`config.mk`:
```
export PLATFORM = sky130hd
export DESIGN_NAME = emg_motion_ctrl
export DESIGN_NICKNAME = d
export VERILOG_FILES = /design/src/rtl/emg_ctrl_pkg.sv /design/src/rtl/emg_step_tick.sv /design/src/rtl/emg_contraction_detect.sv /design/src/rtl/emg_travel_limiter.sv /design/src/rtl/emg_motion_ctrl.sv
export SDC_FILE = /design/constraint.sdc
export NUM_CORES = 1
export LEC_CHECK = 0
export BUFFER_PORTS_ARGS = -buffer_cell sky130_fd_sc_hd__clkbuf_2
export CORE_MARGIN = 3
export CORE_UTILIZATION = 35
export CTS_CLUSTER_DIAMETER = 150
export CTS_CLUSTER_SIZE = 12
export DETAILED_ROUTE_END_ITERATION = 7
export HOLD_SLACK_MARGIN = 0.08
export PLACE_DENSITY = 0.65
export RECOVER_POWER = 25
export SYNTH_ARGS = -nofsm -noshare
export SYNTH_HDL_FRONTEND = slang
export SYNTH_HIERARCHICAL = 1
export SYNTH_SLANG_ARGS = --single-unit
```
`constraint.sdc`:
```
create_clock -name clk -period 3.95 [get_ports clk]
set_clock_uncertainty 0.1 [all_clocks]
set_input_delay 0.5925 -clock clk [delete_from_list [all_inputs] [get_ports clk]]
set_output_delay 0.5925 -clock clk [all_outputs]
set_load 0.01 [all_outputs]
```
`src/rtl/emg_ctrl_pkg.sv`:
```
package emg_ctrl_pkg;

    typedef enum logic [1:0] {
        MC_STOP  = 2'b00,
        MC_CLOSE = 2'b01,
        MC_OPEN  = 2'b10
    } motor_code_e;

    typedef enum logic {
        DET_QUIET,
        DET_ACTIVE
    } det_state_e;

    typedef enum logic [1:0] {
        TR_REST,
        TR_CLOSING,
        TR_HOLDING,
        TR_OPENING
    } travel_state_e;

endpackage

```
`src/rtl/emg_step_tick.sv`:
```
module emg_step_tick #(
    parameter int TICK_DIV = 4
) (
    input  logic clk,
    input  logic rst_n,
    output logic tick
);
    localparam int DIV_W = (TICK_DIV > 1) ? $clog2(TICK_DIV) : 1;

    generate
        if (TICK_DIV <= 1) begin : g_every_cycle
            assign tick = 1'b1;
        end else begin : g_divider
            logic [DIV_W-1:0] cnt_q;

            always_ff @(posedge clk or negedge rst_n) begin
                if (!rst_n) begin
                    cnt_q <= '0;
                end else if (cnt_q == DIV_W'(TICK_DIV - 1)) begin
                    cnt_q <= '0;
                end else begin
                    cnt_q <= cnt_q + 1'b1;
                end
            end

            assign tick = (cnt_q == DIV_W'(TICK_DIV - 1));


            tick_period_chk: assert property (@(posedge clk) disable iff (!rst_n)
                tick |=> !tick);
        end
    endgenerate

endmodule

```
`src/rtl/emg_contraction_detect.sv`:
```
module emg_contraction_detect
    import emg_ctrl_pkg::*;
#(
    parameter int DATA_W = 12,
    parameter int HOLD_N = 50
) (
    input  logic              clk,
    input  logic              rst_n,
    input  logic [DATA_W-1:0] smp_data,
    input  logic              smp_valid,
    input  logic [DATA_W-1:0] thresh,
    output logic              detect
);
    localparam int CNT_W = $clog2(HOLD_N + 1);
    localparam logic [CNT_W-1:0] RUN_LAST = CNT_W'(HOLD_N - 1);

    det_state_e       st_q, st_d;
    logic [CNT_W-1:0] run_q, run_d;
    logic             above;

    assign above = (smp_data > thresh);

    always_ff @(posedge clk or negedge rst_n) begin
        if (!rst_n) begin
            st_q  <= DET_QUIET;
            run_q <= '0;
        end else begin
            st_q  <= st_d;
            run_q <= run_d;
        end
    end

    always_comb begin
        st_d  = st_q;
        run_d = run_q;
        if (smp_valid) begin
            unique case (st_q)
                DET_QUIET: begin
                    if (above) begin
                        st_d  = DET_ACTIVE;
                        run_d = '0;
                    end
                end
                DET_ACTIVE: begin
                    if (above) begin
                        run_d = '0;
                    end else if (run_q == RUN_LAST) begin
                        st_d  = DET_QUIET;
                        run_d = '0;
                    end else begin
                        run_d = run_q + 1'b1;
                    end
                end
                default: st_d = DET_QUIET;
            endcase
        end
    end

    always_comb begin
        unique case (st_q)
            DET_ACTIVE: detect = 1'b1;
            default:    detect = 1'b0;
        endcase
    end


    det_rise_chk: assert property (@(posedge clk) disable iff (!rst_n)
        (smp_valid && (smp_data > thresh)) |=> detect);


    det_gap_hold_chk: assert property (@(posedge clk) disable iff (!rst_n)
        (!smp_valid && detect) |=> detect);


    det_fall_chk: assert property (@(posedge clk) disable iff (!rst_n)
        $fell(detect) |-> ($past(smp_valid) && ($past(smp_data) <= $past(thresh))));

endmodule

```
`src/rtl/emg_travel_limiter.sv`:
```
module emg_travel_limiter
    import emg_ctrl_pkg::*;
#(
    parameter int POS_W = 8
) (
    input  logic             clk,
    input  logic             rst_n,
    input  logic             tick,
    input  logic             detect,
    input  logic [POS_W-1:0] travel_lim,
    output logic [POS_W-1:0] position,
    output logic [1:0]       motor_code
);
    travel_state_e    mode;
    logic [POS_W-1:0] pos_q, pos_d;
    motor_code_e      code;

    always_ff @(posedge clk or negedge rst_n) begin
        if (!rst_n) begin
            pos_q <= '0;
        end else begin
            pos_q <= pos_d;
        end
    end

    always_comb begin
        if (detect) begin
            mode = (pos_q < travel_lim) ? TR_CLOSING : TR_HOLDING;
        end else begin
            mode = (pos_q != '0) ? TR_OPENING : TR_REST;
        end
    end

    always_comb begin
        pos_d = pos_q;
        code  = MC_STOP;
        unique case (mode)
            TR_CLOSING: begin
                code = MC_CLOSE;
                if (tick) pos_d = pos_q + 1'b1;
            end
            TR_OPENING: begin
                code = MC_OPEN;
                if (tick) pos_d = pos_q - 1'b1;
            end
            TR_HOLDING: code = MC_STOP;
            TR_REST:    code = MC_STOP;
            default:    code = MC_STOP;
        endcase
    end

    assign position   = pos_q;
    assign motor_code = code;


    step_on_tick_chk: assert property (@(posedge clk) disable iff (!rst_n)
        !tick |=> $stable(position));


    no_overflow_chk: assert property (@(posedge clk) disable iff (!rst_n)
        (detect && (position >= travel_lim)) |=> $stable(position));


    no_underflow_chk: assert property (@(posedge clk) disable iff (!rst_n)
        (!detect && (position == '0)) |=> (position == '0));


    close_moves_up_chk: assert property (@(posedge clk) disable iff (!rst_n)
        (tick && (motor_code == 2'b01)) |=> (position == $past(position) + 1'b1));


    open_moves_down_chk: assert property (@(posedge clk) disable iff (!rst_n)
        (tick && (motor_code == 2'b10)) |=> (position == $past(position) - 1'b1));

endmodule

```
`src/rtl/emg_motion_ctrl.sv`:
```
module emg_motion_ctrl #(
    parameter int DATA_W   = 12,
    parameter int HOLD_N   = 50,
    parameter int POS_W    = 8,
    parameter int TICK_DIV = 4
) (
    input  logic              clk,
    input  logic              rst_n,
    input  logic [DATA_W-1:0] smp_data,
    input  logic              smp_valid,
    input  logic [DATA_W-1:0] thresh,
    input  logic [POS_W-1:0]  travel_lim,
    output logic              detect,
    output logic [1:0]        motor_code,
    output logic [POS_W-1:0]  position
);
    logic step_tick;
    logic det_flag;

    emg_step_tick #(
        .TICK_DIV(TICK_DIV)
    ) u_tick (
        .clk  (clk),
        .rst_n(rst_n),
        .tick (step_tick)
    );

    emg_contraction_detect #(
        .DATA_W(DATA_W),
        .HOLD_N(HOLD_N)
    ) u_detect (
        .clk      (clk),
        .rst_n    (rst_n),
        .smp_data (smp_data),
        .smp_valid(smp_valid),
        .thresh   (thresh),
        .detect   (det_flag)
    );

    emg_travel_limiter #(
        .POS_W(POS_W)
    ) u_travel (
        .clk       (clk),
        .rst_n     (rst_n),
        .tick      (step_tick),
        .detect    (det_flag),
        .travel_lim(travel_lim),
        .position  (position),
        .motor_code(motor_code)
    );

    assign detect = det_flag;


    code_legal_chk: assert property (@(posedge clk) disable iff (!rst_n)
        motor_code != 2'b11);

endmodule

```
Word level (Yosys, flattened, before mapping)

Index checks and enable logic that the tools add are counted.

$add $sub $neg: 4
Magnitude comparators: 2
Equality and inequality tests: 8
Mux-type cells: 17
Bitwise operators: 1
Reduce and logical (&&, ||, !) cells: 6

Operators by type and width:

| cell                  | number |
|---|---|
| $mux W6               | 3 |
| $mux W8               | 2 |
| $pmux W8 S2           | 1 |
| $gt A12 B12 Y1        | 1 |
| $pmux W6 S2           | 1 |
| $add A8 B1 Y8 const B | 1 |
| $lt A8 B8 Y1          | 1 |
| $mux W2               | 4 |
| $reduce_bool A8 Y1    | 1 |
| $sub A8 B1 Y8 const B | 1 |
| $add A6 B1 Y6 const B | 1 |
| $eq A2 B2 Y1 const B  | 3 |
| $eq A6 B6 Y1 const B  | 1 |
| $pmux W2 S3           | 1 |
| $mux W1               | 4 |
| $ne A2 B2 Y1 const B  | 2 |
| $reduce_and A3 Y1     | 1 |
| $add A2 B1 Y2 const B | 1 |
| $eq A2 B1 Y1 const B  | 1 |
| $logic_not A2 Y1      | 1 |
| $ne A2 B1 Y1 const B  | 1 |
| $pmux W1 S2           | 1 |
| $reduce_and A2 Y1     | 1 |
| $reduce_bool A2 Y1    | 1 |
| 2 further kinds       | 2 |

Register bits: 17
Output and inout bits: 11

Depth between registers and ports, before layout

Depth after elaboration: 6
Gate-level depth with buffers: 10
Mapped depth without buffers: 10

By module

The synthesis kept the hierarchy.

By module, submodules not included:

| module                 | instances | cells each | area each (µm²) |
|---|---|---|---|
| emg_travel_limiter     | 1         | 86         | 832.0 |
| emg_contraction_detect | 1         | 91         | 750.7 |
| emg_step_tick          | 1         | 4          | 66.3 |

Least setup slack after synthesis

Ideal clock, no wire load.

Path type: flip-flop to flip-flop
From: reg u_travel.pos_q[7], in the netlist u_travel/position[7]
To: reg u_travel.pos_q[6], in the netlist u_travel/position[6]
Setup time: 0.064 ns
Arrival time: 2.807 ns
Required time: 3.786 ns
Path slack: 0.979 ns
Stages on the path, launching flop included: 11
Period minus slack after synthesis: 2.971 ns
Cell sequence: dfrtp_1 nor4_1 nand2_1 nand2_1 clkinv_1 ha_1 nor2b_1 o31a_1 or4b_2 nand3_1 mux2_4

Word-level cells in the longest chain between the ends: 6
Elaborated cells between the ends (all ways): 12

Ends and longest elaborated chain:

| what                                                                | RTL line                                           | source |
|---|---|---|
| start, declared                                                     | emg_travel_limiter.sv:15                           | `logic [POS_W-1:0] pos_q, pos_d;` |
| start signal, assigned                                              | emg_travel_limiter.sv:22                           | `pos_q <= pos_d;` |
| $lt A8 B8 Y1 or $reduce_bool A8 Y1 (tied branches)                  | emg_travel_limiter.sv:28, emg_travel_limiter.sv:30 |  |
| $mux W2 (on tied branches)                                          | emg_travel_limiter.sv:28, emg_travel_limiter.sv:30 |  |
| $mux W2 *                                                           | emg_travel_limiter.sv:27                           | `if (detect) begin` |
| $eq A2 B2 Y1 or $eq A2 B1 Y1 (tied branches)                        | emg_travel_limiter.sv:37                           | `unique case (mode)` |
| $ne A2 B2 Y1 (no source line) or $reduce_bool A2 Y1 (tied branches) | --                                                 |  |
| $reduce_and A3 Y1 (no source line)                                  | --                                                 |  |

Mark *: on every way between the ends. The rest lies on a longest branch, timed or not.
A chain may end at the register's enable or synchronous reset.

Final worst setup path

From: reg u_travel.pos_q[1], in the netlist u_travel/position[1]
To: reg u_travel.pos_q[6], in the netlist u_travel/position[6]

Word-level cells in the longest chain between the ends: 6
Elaborated cells between the ends (all ways): 16

Ends and longest elaborated chain:

| what                                                                | RTL line |
|---|---|
| $lt A8 B8 Y1 or $reduce_bool A8 Y1 (tied branches)                  | emg_travel_limiter.sv:28, emg_travel_limiter.sv:30 |
| $mux W2 (on tied branches)                                          | emg_travel_limiter.sv:28, emg_travel_limiter.sv:30 |
| $mux W2                                                             | emg_travel_limiter.sv:27 |
| $eq A2 B2 Y1 or $eq A2 B1 Y1 (tied branches)                        | emg_travel_limiter.sv:37 |
| $ne A2 B2 Y1 (no source line) or $reduce_bool A2 Y1 (tied branches) | -- |
| $reduce_and A3 Y1 (no source line)                                  | -- |

Several ways; a longest one is shown, not always the timed one. The select of a mux whose other input is x is not followed.

==> results.md <==
* Final GP Congestion at 0.789
* Post-synth EDFFs at 0
* Pwr dens at 432 nW/um2
* Pwr Total at 0.000853 W
* Initial DRC Count at 47
* Critical path origin: u_travel/position[1]
* Max Freq at 316 MHz
* Crit path arrival time at 3.26 ns
* Leakage at 1.09 nW
* Avg WL per Cell at 12.4 um
* Layout cells sized above 1 at 26.3%
* Compound-cell area share of the yosys netlist at 18.1%
* Detailed Route WL at 3480 um
* Worst r2r src: u_travel/position[1]
* Most frequent CP cell: nand2_1
* Status: complete, no violations
* Die footprint at 5570 um2
* Clock Sinks at 17
* Slew headroom at 36.8%
* Worst EP required at 4.04 ns
* Uppermost layer routed: met4
* Ant. Diodes at 0
* Layout area overhead at 19.7%
* Hold Crit Class: register to register
* TNS Setup at 0 ns
* Final instance area at 1970 um2
* Yosys warns at 6
* Max Buffers Root-to-Sink at 2
* Main flop type after synthesis: dfrtp_1
* Cts hold-fix bufs at 0
* Synthesized cell area at 1650 um2
* Synth cell types at 45
* Worst Setup End Kind: register
* Wl on met1 at 1740 um
* CP Class: register to register
* Layout fillers at 443
* Rows at 24
* R2r worst-path depth at 10
* Worst path cell trace: nor4_1 -> nand2_1 -> nand2_1 -> clkinv_1 -> ha_1 -> nor2b_1 -> o31a_1 -> or4b_2 -> nand3_1 -> mux2_4
* Layout net count at 293
* Metal3 WL at 155 um
* Seq cells post-synth at 17
* Max_cap viols at 0
* Total GRT Usage at 12.8%
* H-tree levels at 1
* Slew @ Worst Pin at 0.948 ns
* Fin crit period at 3.17 ns
* I/O Buffers at 45
* Syn Nets at 245
* CORE AREA at 4440 um2
* Number of global-route vias before repair at 1376
* DR vias at 1433
* Startpoint types: register
* Main combinational cell family by area after synthesis: adder cells
* RSZ-0062 raised after global routing: false
* Crit share post-route at 80.1%
* Worst skew pair latency at 0.25 ns
* Multi-input gate area at 1110 um2
* Met2 Wirelength at 1550 um
* Cell Area, Placed at 1930 um2
* DP Wirelength at 2860 um
* Initial antenna violation count at 0
* Most common cell after layout, fill and taps aside: clkbuf_2
* Final setup vio count at 0
* CP max FO at 9
* Die width at 74.6 um
* Asr flop ratio synth at 100%
* Maximum VDD drop at 0.172 mV
* Synth Area in Simple Gates at 16.5%
* TritonCTS clock tree: done
* HP Start: u_tick/g_divider.cnt_q[0]
* Via/cell ratio at 5.12
* XOR/XNOR Fraction of Synth Area at 3.19%
* Root Buffer: clkbuf_8
* Clock-pin slew on the worst setup and hold paths at 0.07 ns
* Slowest cell on crit path: or4b_2
* Commonest cells after routing, fill and taps aside: 44 x clkbuf_2, 28 x ha_1, 27 x inv_1, 17 x dfrtp_1, 12 x nand2_1
* Largest stage delay on the critical path at 0.61 ns
* Initial Utilization at 37.1%
* Pin count of the biggest net entering global routing at 18
* Final ANT Viol Nets at 0
* Avg Cell Area, Syn at 9.11 um2
* Number of CTS-inserted buffers at 3
* Worst hold path depth at 1
* Die Y at 74.6 um
* Register area share after synthesis at 25.8%
* Drt first pass iters at 4
* Total area of sequential cells at 425 um2
* Max Slew Vio Count at 0
* Post-synthesis mux area share at 6.98%
* Post-CTS Setup Bufs at 0
* Hold Vio Cnt, Final at 0
* Post_cts resized at 0
* Io pins at 46
* Gr ovfl total at 0
* DRC violations left at 0
* Synthesized-area fraction occupied by adder cells at 22.5%
* First-pass GRT wire length at 5760 um
* Synth Instances at 181
## power by group
part | switching, W | total (W) | internal, W
clock | 0.0000606 | 0.000131 | 0.0000699
sequential | 0.0000773 | 0.000302 | 0.000225
combinational | 0.000203 | 0.000420 | 0.000217
total | 0.000341 | 0.000853 | 0.000512
## stage by stage
step           setup slack [ns]  utilization [%]  hold WS [ns]  cells
2_1_floorplan             0.979                -         0.197    181
3_3_place_gp              0.891             43.4         0.322    276
3_5_place_dp              0.814             43.4         0.317    276
4_1_cts                   0.795             44.5         0.186    280
5_1_grt                   0.622             44.4         0.353    280
6_report                  0.785             44.4         0.324    280
## worst max-delay path: cells and delay by family, from the launching register on
family / cells / cell delay [ns]
buffers and inverters: 1 / 0.30
DFF: 1 / 0.43
muxes: 1 / 0.14
adders and majority gates: 1 / 0.45
AOI/OAI and AO/OA: 1 / 0.26
and+or+nand+nor: 6 / 1.43
## path summary, 6_finish.rpt
check	slack, ns	endpoint
worst min register to register	0.32	u_tick/g_divider.cnt_q[0]
max in group asynchronous	2.81	u_detect/run_q[3]
worst max register to register	0.78	u_travel/position[6]
worst max-delay path	0.78	u_travel/position[6]
worst min-delay path	0.32	u_tick/g_divider.cnt_q[0]
min in group asynchronous	0.36	u_travel/position[0]
## final cells by class
class	instances	area share, %
Clock buffer	3	2.09
Clock inverter	1	0.253
Inverter	28	5.32
Multi-Input combinational cell	134	56.1
Sequential cell	17	21.5
Tap cell	52	3.30
Timing Repair Buffer	45	11.3
## kinds of logic (layout without fill, tap and decap cells)
kind of cell	Yosys count	count (layout)
buf+inv	30	77
xor+xnor	6	6
flops	17	17
mux	9	9
fa+ha+maj	29	29
compound gates	40	40
simple gates	50	50
## state kept, by name (all words and copies together) (netlist names)
signal,count
u_detect/st_q,1
u_detect/run_q,6
u_tick/g_divider.cnt_q,2
u_travel/position,8
## cell usage after synthesis, types with 2 or more instances
cell     instances  area share [%]
a21o_1           2            0.91
buf_2            2            0.61
inv_1           27             6.1
o22ai_1          3             1.1
xnor2_1          3             1.6
ha_1            28              21
nor4_1           2            0.76
nor3_1           2            0.61
xor2_1           3             1.6
a211o_1          2             1.1
mux2i_1          4             2.4
nor2_1          10             2.3
a21oi_1         11             3.3
nand3_1          4             1.2
mux2_4           5             4.6
o21ai_0          7             2.1
dfrtp_1         17              26
a31oi_1          2            0.76
nand2_1         12             2.7
nand4_1          7             2.7
nor2b_1          4             1.5
## per-layer routing
metal | vias to the layer above | track usage [%]
met2 | 34 | 20.2
met4 | 0 | 3.75
li1 | 750 | -
met3 | 4 | 1.74
met5 | - | 0
met1 | 645 | 18.3
(Power assumes the default switching activity.)
